<file path="config.mk">
export PLATFORM = sky130hd
export DESIGN_NAME = seek_status_seq
export DESIGN_NICKNAME = d
export VERILOG_FILES = /design/src/rtl/seek_seq_pkg.sv /design/src/rtl/seek_target_decode.sv /design/src/rtl/seek_engine.sv /design/src/rtl/seek_cmd_ctrl.sv /design/src/rtl/seek_status_seq.sv
export SDC_FILE = /design/constraint.sdc
export NUM_CORES = 1
export LEC_CHECK = 0
export ABC_AREA = 1
export BUFFER_PORTS_ARGS = -buffer_cell sky130_fd_sc_hd__buf_2
export CAP_MARGIN = 25
export CORE_ASPECT_RATIO = 1.5
export CORE_MARGIN = 2
export CORE_UTILIZATION = 50
export CTS_CLUSTER_SIZE = 10
export DETAILED_ROUTE_END_ITERATION = 10
export PLACE_DENSITY = 0.71
export RECOVER_POWER = 50
export SYNTH_ARGS = -nofsm -noshare
export SYNTH_HDL_FRONTEND = slang
export SYNTH_SLANG_ARGS = --single-unit
</file>
<file path="constraint.sdc">
create_clock -name clk -period 14.9 [get_ports clk]
set_clock_uncertainty 0.1 [all_clocks]
set_input_delay 0.745 -clock clk [delete_from_list [all_inputs] [get_ports clk]]
set_output_delay 0.745 -clock clk [all_outputs]
set_load 0.05 [all_outputs]
</file>
<file path="src/rtl/seek_seq_pkg.sv">
package seek_seq_pkg;

  typedef enum logic [1:0] {
    OP_SEEK = 2'b00,
    OP_MISC = 2'b01,
    OP_BAD2 = 2'b10,
    OP_BAD3 = 2'b11
  } op_e;

  localparam int ERR_IDNF_BIT = 4;
  localparam int ERR_ABRT_BIT = 2;

  function automatic logic [31:0] cyl_distance(logic [15:0] a, logic [15:0] b);
    return (a > b) ? 32'(a - b) : 32'(b - a);
  endfunction

  function automatic logic [31:0] seek_length(logic [15:0] cur, logic [15:0] tgt,
                                              logic [31:0] per_cyl);
    logic [31:0] n;
    n = cyl_distance(cur, tgt) * per_cyl;
    return (n == 32'd0) ? 32'd1 : n;
  endfunction

  function automatic logic [31:0] lba_cylinder(logic [27:0] lba, logic [31:0] per_cyl_blocks);
    return 32'(lba) / per_cyl_blocks;
  endfunction

endpackage

</file>
<file path="src/rtl/seek_target_decode.sv">
module seek_target_decode
  import seek_seq_pkg::*;
#(
  parameter int MAX_CYL   = 1023,
  parameter int NUM_HEADS = 16,
  parameter int NUM_SECT  = 63
) (
  input  logic        lba_mode,
  input  logic [15:0] cyl,
  input  logic [3:0]  head,
  input  logic [7:0]  sect,
  output logic [15:0] tgt_cyl,
  output logic        unreachable
);
  localparam logic [31:0] BLOCKS_PER_CYL = 32'(NUM_HEADS * NUM_SECT);

  logic [27:0] lba;
  logic [31:0] lba_cyl;
  logic        chs_bad;

  assign lba     = {head, cyl, sect};
  assign lba_cyl = lba_cylinder(lba, BLOCKS_PER_CYL);
  assign chs_bad = (32'(cyl) > 32'(MAX_CYL)) || (32'(head) >= 32'(NUM_HEADS)) ||
                   (sect == 8'd0) || (32'(sect) > 32'(NUM_SECT));

  always_comb begin
    if (lba_mode) begin
      tgt_cyl     = 16'(lba_cyl);
      unreachable = lba_cyl > 32'(MAX_CYL);
    end else begin
      tgt_cyl     = cyl;
      unreachable = chs_bad;
    end
  end
endmodule

</file>
<file path="src/rtl/seek_engine.sv">
module seek_engine
  import seek_seq_pkg::*;
#(
  parameter int CYC_PER_CYL = 4,
  parameter int CNT_W       = 16
) (
  input  logic        clk,
  input  logic        rst_n,
  input  logic        start,
  input  logic [15:0] tgt_cyl,
  output logic        busy,
  output logic [15:0] cur_cyl
);
  logic [CNT_W-1:0] remain;

  always_ff @(posedge clk) begin
    if (!rst_n) begin
      remain  <= '0;
      cur_cyl <= '0;
    end else if (start) begin
      remain  <= CNT_W'(seek_length(cur_cyl, tgt_cyl, 32'(CYC_PER_CYL)));
      cur_cyl <= tgt_cyl;
    end else if (remain != '0) begin
      remain <= remain - 1'b1;
    end
  end

  assign busy = (remain != '0);
endmodule

</file>
<file path="src/rtl/seek_cmd_ctrl.sv">
module seek_cmd_ctrl
  import seek_seq_pkg::*;
(
  input  logic        clk,
  input  logic        rst_n,
  input  logic        cmd_valid,
  input  logic [1:0]  cmd_op,
  input  logic        lba_mode,
  input  logic [15:0] cyl_in,
  input  logic [3:0]  head_in,
  input  logic [7:0]  sect_in,
  input  logic        power_low,
  input  logic        engine_busy,
  input  logic        unreachable,
  output logic        dec_lba,
  output logic [15:0] dec_cyl,
  output logic [3:0]  dec_head,
  output logic [7:0]  dec_sect,
  output logic        bsy,
  output logic        intrq,
  output logic        err,
  output logic [7:0]  err_reg,
  output logic [15:0] cyl_q,
  output logic [3:0]  head_q,
  output logic [7:0]  sect_q,
  output logic        seek_start,
  output logic        idnf_evt,
  output logic        abort_evt
);
  logic accept, exec_now, lba_q, is_seek, is_bad;
  op_e  op_q, exec_op;
  logic [7:0] err_next;

  assign accept   = cmd_valid && !bsy;
  assign exec_now = (accept || bsy) && !engine_busy;
  assign exec_op  = bsy ? op_q : op_e'(cmd_op);

  assign dec_lba  = bsy ? lba_q  : lba_mode;
  assign dec_cyl  = bsy ? cyl_q  : cyl_in;
  assign dec_head = bsy ? head_q : head_in;
  assign dec_sect = bsy ? sect_q : sect_in;

  assign is_seek = (exec_op == OP_SEEK);
  assign is_bad  = (exec_op == OP_BAD2) || (exec_op == OP_BAD3);

  assign seek_start = exec_now && is_seek && !unreachable && !power_low;
  assign idnf_evt   = exec_now && is_seek && unreachable;
  assign abort_evt  = exec_now && is_bad;

  always_comb begin
    err_next               = '0;
    err_next[ERR_IDNF_BIT] = idnf_evt;
    err_next[ERR_ABRT_BIT] = abort_evt;
  end

  always_ff @(posedge clk) begin
    if (!rst_n) begin
      bsy     <= 1'b0;
      intrq   <= 1'b0;
      err     <= 1'b0;
      err_reg <= '0;
      cyl_q   <= '0;
      head_q  <= '0;
      sect_q  <= '0;
      lba_q   <= 1'b0;
      op_q    <= OP_SEEK;
    end else begin
      if (accept) begin
        cyl_q  <= cyl_in;
        head_q <= head_in;
        sect_q <= sect_in;
        lba_q  <= lba_mode;
        op_q   <= op_e'(cmd_op);
      end
      if (exec_now) begin
        bsy     <= 1'b0;
        intrq   <= 1'b1;
        err_reg <= err_next;
        err     <= idnf_evt || abort_evt;
      end else if (accept) begin
        bsy   <= 1'b1;
        intrq <= 1'b0;
      end
    end
  end
endmodule

</file>
<file path="src/rtl/seek_status_seq.sv">
module seek_status_seq
  import seek_seq_pkg::*;
#(
  parameter int MAX_CYL     = 1023,
  parameter int CYC_PER_CYL = 4,
  parameter int NUM_HEADS   = 16,
  parameter int NUM_SECT    = 63
) (
  input  logic        clk,
  input  logic        rst_n,
  input  logic        cmd_valid,
  input  logic [1:0]  cmd_op,
  input  logic        lba_mode,
  input  logic [15:0] cyl_in,
  input  logic [3:0]  head_in,
  input  logic [7:0]  sect_in,
  input  logic        power_low,
  output logic        bsy,
  output logic        dsc,
  output logic        err,
  output logic        intrq,
  output logic [7:0]  err_reg,
  output logic [15:0] cyl_out,
  output logic [3:0]  head_out,
  output logic [7:0]  sect_out
);
  localparam int CNT_W = $clog2(MAX_CYL * CYC_PER_CYL + 2);

  logic        dec_lba, unreachable, engine_busy;
  logic [15:0] dec_cyl, tgt_cyl, cur_cyl;
  logic [3:0]  dec_head;
  logic [7:0]  dec_sect;
  logic        seek_start, idnf_evt, abort_evt;

  seek_cmd_ctrl u_ctrl (
    .clk(clk), .rst_n(rst_n), .cmd_valid(cmd_valid), .cmd_op(cmd_op),
    .lba_mode(lba_mode), .cyl_in(cyl_in), .head_in(head_in), .sect_in(sect_in),
    .power_low(power_low), .engine_busy(engine_busy), .unreachable(unreachable),
    .dec_lba(dec_lba), .dec_cyl(dec_cyl), .dec_head(dec_head), .dec_sect(dec_sect),
    .bsy(bsy), .intrq(intrq), .err(err), .err_reg(err_reg),
    .cyl_q(cyl_out), .head_q(head_out), .sect_q(sect_out),
    .seek_start(seek_start), .idnf_evt(idnf_evt), .abort_evt(abort_evt)
  );

  seek_target_decode #(
    .MAX_CYL(MAX_CYL), .NUM_HEADS(NUM_HEADS), .NUM_SECT(NUM_SECT)
  ) u_decode (
    .lba_mode(dec_lba), .cyl(dec_cyl), .head(dec_head), .sect(dec_sect),
    .tgt_cyl(tgt_cyl), .unreachable(unreachable)
  );

  seek_engine #(
    .CYC_PER_CYL(CYC_PER_CYL), .CNT_W(CNT_W)
  ) u_engine (
    .clk(clk), .rst_n(rst_n), .start(seek_start), .tgt_cyl(tgt_cyl),
    .busy(engine_busy), .cur_cyl(cur_cyl)
  );

  assign dsc = !engine_busy;
endmodule

</file>
== Word level (Yosys, flattened, before mapping) ==
Index checks and enable logic that the tools add are counted.
W data, S select, Z words.
Word-level totals
  RAM bits: 0
  output and inout bits: 40
  memories: 0
  flip-flop bits (word level): 64
  memory bits (read-only): 0
  latch bits: 0
Cells by class
  reduce and logical (&&, ||, !) cells: 23
  bitwise gates (word level): 1
  equality and inequality tests: 2
  add/subtract/negate cells: 3
  shift-type cells: 0
  divide/modulo/power cells: 1
  order comparisons: 4
  muxes and demuxes: 13
  $mul: 0
Operator list (number)
  $mux W12: 3
  $sub A16 B16 Y17: 2
  $div A28 B10 Y32 const B: 1
  $gt A32 B10 Y1 const B: 1
  $logic_not A32 Y1: 1
  $mux W16: 2
  $mux W30: 1
  $gt A16 B10 Y1 const B: 1
  $gt A16 B16 Y1: 1
  $reduce_bool A12 Y1: 1
  $sub A12 B1 Y12 const B: 1
  $gt A8 B6 Y1 const B: 1
  $logic_not A8 Y1: 1
  $mux W8: 1
  $logic_and A1 B1 Y1: 7
  $logic_or A1 B1 Y1: 5
  $eq A2 B2 Y1 const B: 2
  $logic_not A1 Y1: 4
  $mux W1: 4
  $mux W4: 1
  $reduce_bool A2 Y1: 2
  $logic_not A2 Y1: 1
  $mux W2: 1
  $reduce_or A2 Y1: 1
  $not A1 Y1: 1

== Logic depth before layout (Yosys ltp) ==
  depth after elaboration: 9
  mapped depth: 115
  gate-level depth less buffers: 114

== Hierarchy ==
From an unflattened synthesis, not the netlist that was laid out.
Second synthesis, totals
  cells, all modules: 1519
  area total of the unflattened synthesis: 8674.6 µm²
Modules (own cells, without submodules)
  seek_target_decode: seq. area each 0.0 µm², area each 3580.9 µm², times used 1, cells an instance 707
  seek_engine: seq. area each 560.5 µm², area each 3398.3 µm², times used 1, cells an instance 571
  seek_cmd_ctrl: seq. area each 720.7 µm², area each 1691.6 µm², times used 1, cells an instance 240
  seek_status_seq: seq. area each 0.0 µm², area each 3.8 µm², times used 1, cells an instance 1

== Worst setup path after synthesis ==
No wires, ideal clock.
  kind: register to register
  start point: register u_ctrl.bsy
  end point: register u_engine.remain[3]
  data arrival time: 11.005 ns
  clock period less this slack: 11.228 ns
  setup slack: 3.672 ns
  cell stages (with the launch flop): 98
  path through: dfxtp_1 buf_6 nand2_1 nand2_2 nand2_1 nor2_2 nand2_4 nand2_4 inv_2 o21ai_2 nand2_2 nor3_2 nand2_2 nand2_2 nand2_2 nand2_4 nor2_4 nand3_2 [62 not listed] nand2_1 o21ai_0 a21oi_1 o221ai_1 nand3_1 a21oi_1 a211oi_1 o21bai_1 nand2_1 clkbuf_1 nand2_1 o21ai_0 xor2_1 or2_2 nor4_1 a31oi_1 nand3_1 a21oi_1
On the way
  elaborated cells between the ends (all ways): 31
  classes of those cells: 2 x add/sub; 1 x div; 4 x order compare; 10 x mux; 14 x reduce/logical
RTL lines
  start, declared: line seek_cmd_ctrl.sv:19  | output logic bsy,
  start signal, assigned: line seek_cmd_ctrl.sv:58  | bsy <= 1'b0;
  start signal, assigned: line seek_cmd_ctrl.sv:76  | bsy <= 1'b0;
  start signal, assigned: line seek_cmd_ctrl.sv:81  | bsy <= 1'b1;
  $mux W8 (tied with other cells): line seek_cmd_ctrl.sv:41  | assign dec_sect = bsy ? sect_q : sect_in;
  $div A28 B10 Y32: line seek_seq_pkg.sv:25  | return 32'(lba) / per_cyl_blocks;
  $mux W16 *: line seek_target_decode.sv:27  | if (lba_mode) begin
  net tgt_cyl[1]: line seek_status_seq.sv:30  | logic [15:0] dec_cyl, tgt_cyl, cur_cyl;
  $sub A16 B16 Y17 or $gt A16 B16 Y1 (tied branches): line seek_seq_pkg.sv:14  | return (a > b) ? 32'(a - b) : 32'(b - a);
  $mux W30 *: line seek_seq_pkg.sv:14
  $logic_not A32 Y1: line seek_seq_pkg.sv:21  | return (n == 32'd0) ? 32'd1 : n;
  $mux W12 *: line seek_seq_pkg.sv:21
  $mux W12 *: line seek_engine.sv:20  | end else if (start) begin
  end signal, assigned: line seek_engine.sv:21  | remain <= CNT_W'(seek_length(cur_cyl, tgt_cyl, 32'(CYC_PER_CYL)));
  end signal, assigned: line seek_engine.sv:24  | remain <= remain - 1'b1;
  end, declared: line seek_engine.sv:14  | logic [CNT_W-1:0] remain;
The timed path passes the listed nets; every way through them passes the cells marked *.
A chain may end at the register's enable or synchronous reset.

== Final worst setup path ==
Ends and elaborated chain as after synthesis.

==> impl_metrics.yaml <==
synth:
  syn_area_sq_um: 7840
  async_reset_ff_share_pct: 0
  syn_avg_cell_area_sq_um: 5.782
  yosys_register_bits: 64
  ys_seq_area_share_pct: 16.34
  yosysWarnings: 0
  synth-edff-count: 0
  synthCells: 1356
  synth_ff_type: "dfxtp_1"
  yosys.cell_types.count: 56
detailed_routing:
  drt-total-wl_um: 21500
  drt_iter0_drc: 468
  dr.pass1.iters: 6
  route.detailed.drc: 0
  ant_nets: 0
  wl_per_cell_um: 13.24
  vias: 8685
  vias_per_cell: 5.348
timing:
  tightest_slew_ns: 1.480
  fin_crit_sh_pct: 89.14
  hold_viol_final: 0
  finalCriticalPeriod_ns: 13.28
  setup_violations: 0
  setup_ws_ns: 1.619
  slew_viol_final: 0
  fmax_ghz: 0.07529
  max_slew_margin_pct: 1.345
grt:
  antenna_found_initial: 0
  grtUsageTotal_pct: 26.20
  grt_pass1_wl_um: 36380
  grt_pass1_vias: 8187
  grt_max_degree: 52
  grt-ovfl-total: 0
clocking:
  cts_hold_buf: 0
  path_clk_slew_ns: 0.06
  htree_levels: 3
  ctsLongestPathBuffers: 2
  cts.sinks: 64
  clock-root-buffer: "clkbuf_16"
  cts_tree: "yes"
  cts_buffers: 9
  clkLatencyLatePin_ns: 0.35
placement:
  dp_hpwl_um: 17040
  place.gp.congestion: 0.9453
  post-place-ws_ns: 0.8962
  numPortBuffers: 68
worst_setup_path:
  cp_slowest_cell: "dfxtp_4"
  cp-end-kind: "register"
  crit_top_cell: "nand2_1"
  path_class: "register to register"
  startpoint_type: "register"
  slowest_delay_ns: 0.40
  worstPathRequired_ns: 15.07
  crit_arrival_ns: 13.46
  cp_max_fo: 22
cells_and_area:
  final_cell_mix: "nand2_1 (298), inv_1 (199), nor2_1 (131)"
  final_common_cell: "nand2_1"
  top_regs: "u_ctrl.cyl_q (16), u_engine.cur_cyl (16), u_engine.remain (12)"
  fin_nets: 1486
  antennaDiodeCount: 0
  drive_above_1_share_pct: 13.86
  syn2layout_area_growth_pct: 9.990
die:
  die_width_um: 106.2
  start_util_pct: 50.63
  io_pins: 75
  placementRows: 56
  core_area_sq_um: 15480
  die_area_sq_um: 16720
  die_height_um: 157.4
run:
  maxCapViolations: 0
worst_hold_path:
  hold_path_class: "register to register"
outcome:
  status: "complete, no violations"
-- cell type report --
| cell class | instances | area [sq um] |
|---|---|---|
| Tap cell | 203 | 254.0 |
| Fill cell | 1609 | 6862 |
| Clock buffer | 9 | 225.2 |
| Multi-Input combinational cell | 1037 | 5575 |
| Timing Repair Buffer | 76 | 347.8 |
| Clock inverter | 7 | 80.08 |
| Sequential cell | 64 | 1285 |
| Inverter | 228 | 855.8 |
-- worst paths after layout --
check                           depth (start not counted)  slack, ns                          from                         endpoint
worst max-delay path                                  104       1.62       u_ctrl.bsy$_SDFFE_PP0P_  u_engine.remain[3]$_SDFFE_PN0P_
worst max register to register                        104       1.62       u_ctrl.bsy$_SDFFE_PP0P_  u_engine.remain[3]$_SDFFE_PN0P_
worst min-delay path                                    2       0.37  u_ctrl.cyl_q[2]$_SDFFE_PN0P_     u_ctrl.cyl_q[2]$_SDFFE_PN0P_
worst min register to register                          2       0.37  u_ctrl.cyl_q[2]$_SDFFE_PN0P_     u_ctrl.cyl_q[2]$_SDFFE_PN0P_
-- stage by stage --
step | utilization, % | setup TNS (ns) | hold WS [ns] | area [sq um] | instances
floorplan | - | 0 | 0.3530 | 7859 | 1361
global placement | 53.90 | 0 | 0.3503 | 8347 | 1606
detailed placement | 53.90 | 0 | 0.3562 | 8347 | 1606
CTS | 55.87 | 0 | 0.3658 | 8652 | 1622
global route | 55.69 | -0.01554 | 0.3898 | 8623 | 1624
finish | 55.69 | 0 | 0.3671 | 8623 | 1624
-- worst max-delay path: cells and delay by family, from the launching register on --
kind	cells	cell delay [ns]
compound gates	16	2.83
xor+xnor	1	0.18
fa+ha+maj	1	0.30
buf+inv	7	1.03
flops	1	0.40
simple gates	79	8.38
-- what timing repair did --
item | in CTS | in global routing
buffers inserted | 0 | 2
endpoints found under the setup margin | 0 | 10
resized for setup | 0 | 3
-- cells by family after synthesis --
logic type	after synthesis	synth area share, %
AND/OR/NAND/NOR	651	38.64
multiplexers	1	0.1277
buffers and inverters	260	12.93
AO/OA/AOI/OAI	318	23.24
XOR/XNOR	26	2.905
flip-flops	64	16.34
adder cells (fa/ha/maj)	35	5.777
other	1	0.04783
-- cells in the mapped netlist (3+ instances only) --
library cell / number / area share, %
a211oi_1: 4 / 0.38
a21oi_1: 97 / 6.2
inv_2: 25 / 1.2
buf_4: 6 / 0.57
nand2_4: 7 / 1.0
clkinv_1: 4 / 0.19
inv_1: 199 / 9.5
o21a_1: 3 / 0.29
nor2_1: 131 / 6.3
nand3_2: 13 / 1.7
ha_1: 33 / 5.3
a31oi_1: 4 / 0.32
nand4_1: 21 / 1.7
a21boi_0: 4 / 0.38
nor3_1: 16 / 1.0
nand3_1: 80 / 5.1
nor2_2: 16 / 1.3
o21bai_1: 12 / 1.1
o21ai_0: 113 / 7.2
o21ai_2: 10 / 1.1
xor2_1: 19 / 2.1
dfxtp_1: 64 / 16
o211ai_2: 3 / 0.48
nor2_4: 9 / 1.3
o211ai_1: 9 / 0.86
xnor2_1: 7 / 0.78
a21o_1: 3 / 0.29
a2111oi_0: 3 / 0.34
nand2_1: 299 / 14
clkbuf_1: 22 / 1.1
a221oi_1: 3 / 0.34
o21ai_1: 37 / 2.4
nand2_2: 45 / 3.6
nor4_1: 7 / 0.56
-- layer usage --
layer	global-route usage, %	vias up	share of wire (%)
li1	-	4525	-
met1	29.49	3894	41
met2	48.32	211	50
met3	3.520	55	4.8
met4	12.22	0	3.7
met5	0	-	0
Power is not shown: default switching activity piles up to over one toggle a cycle in this logic, so the estimate is an artifact.
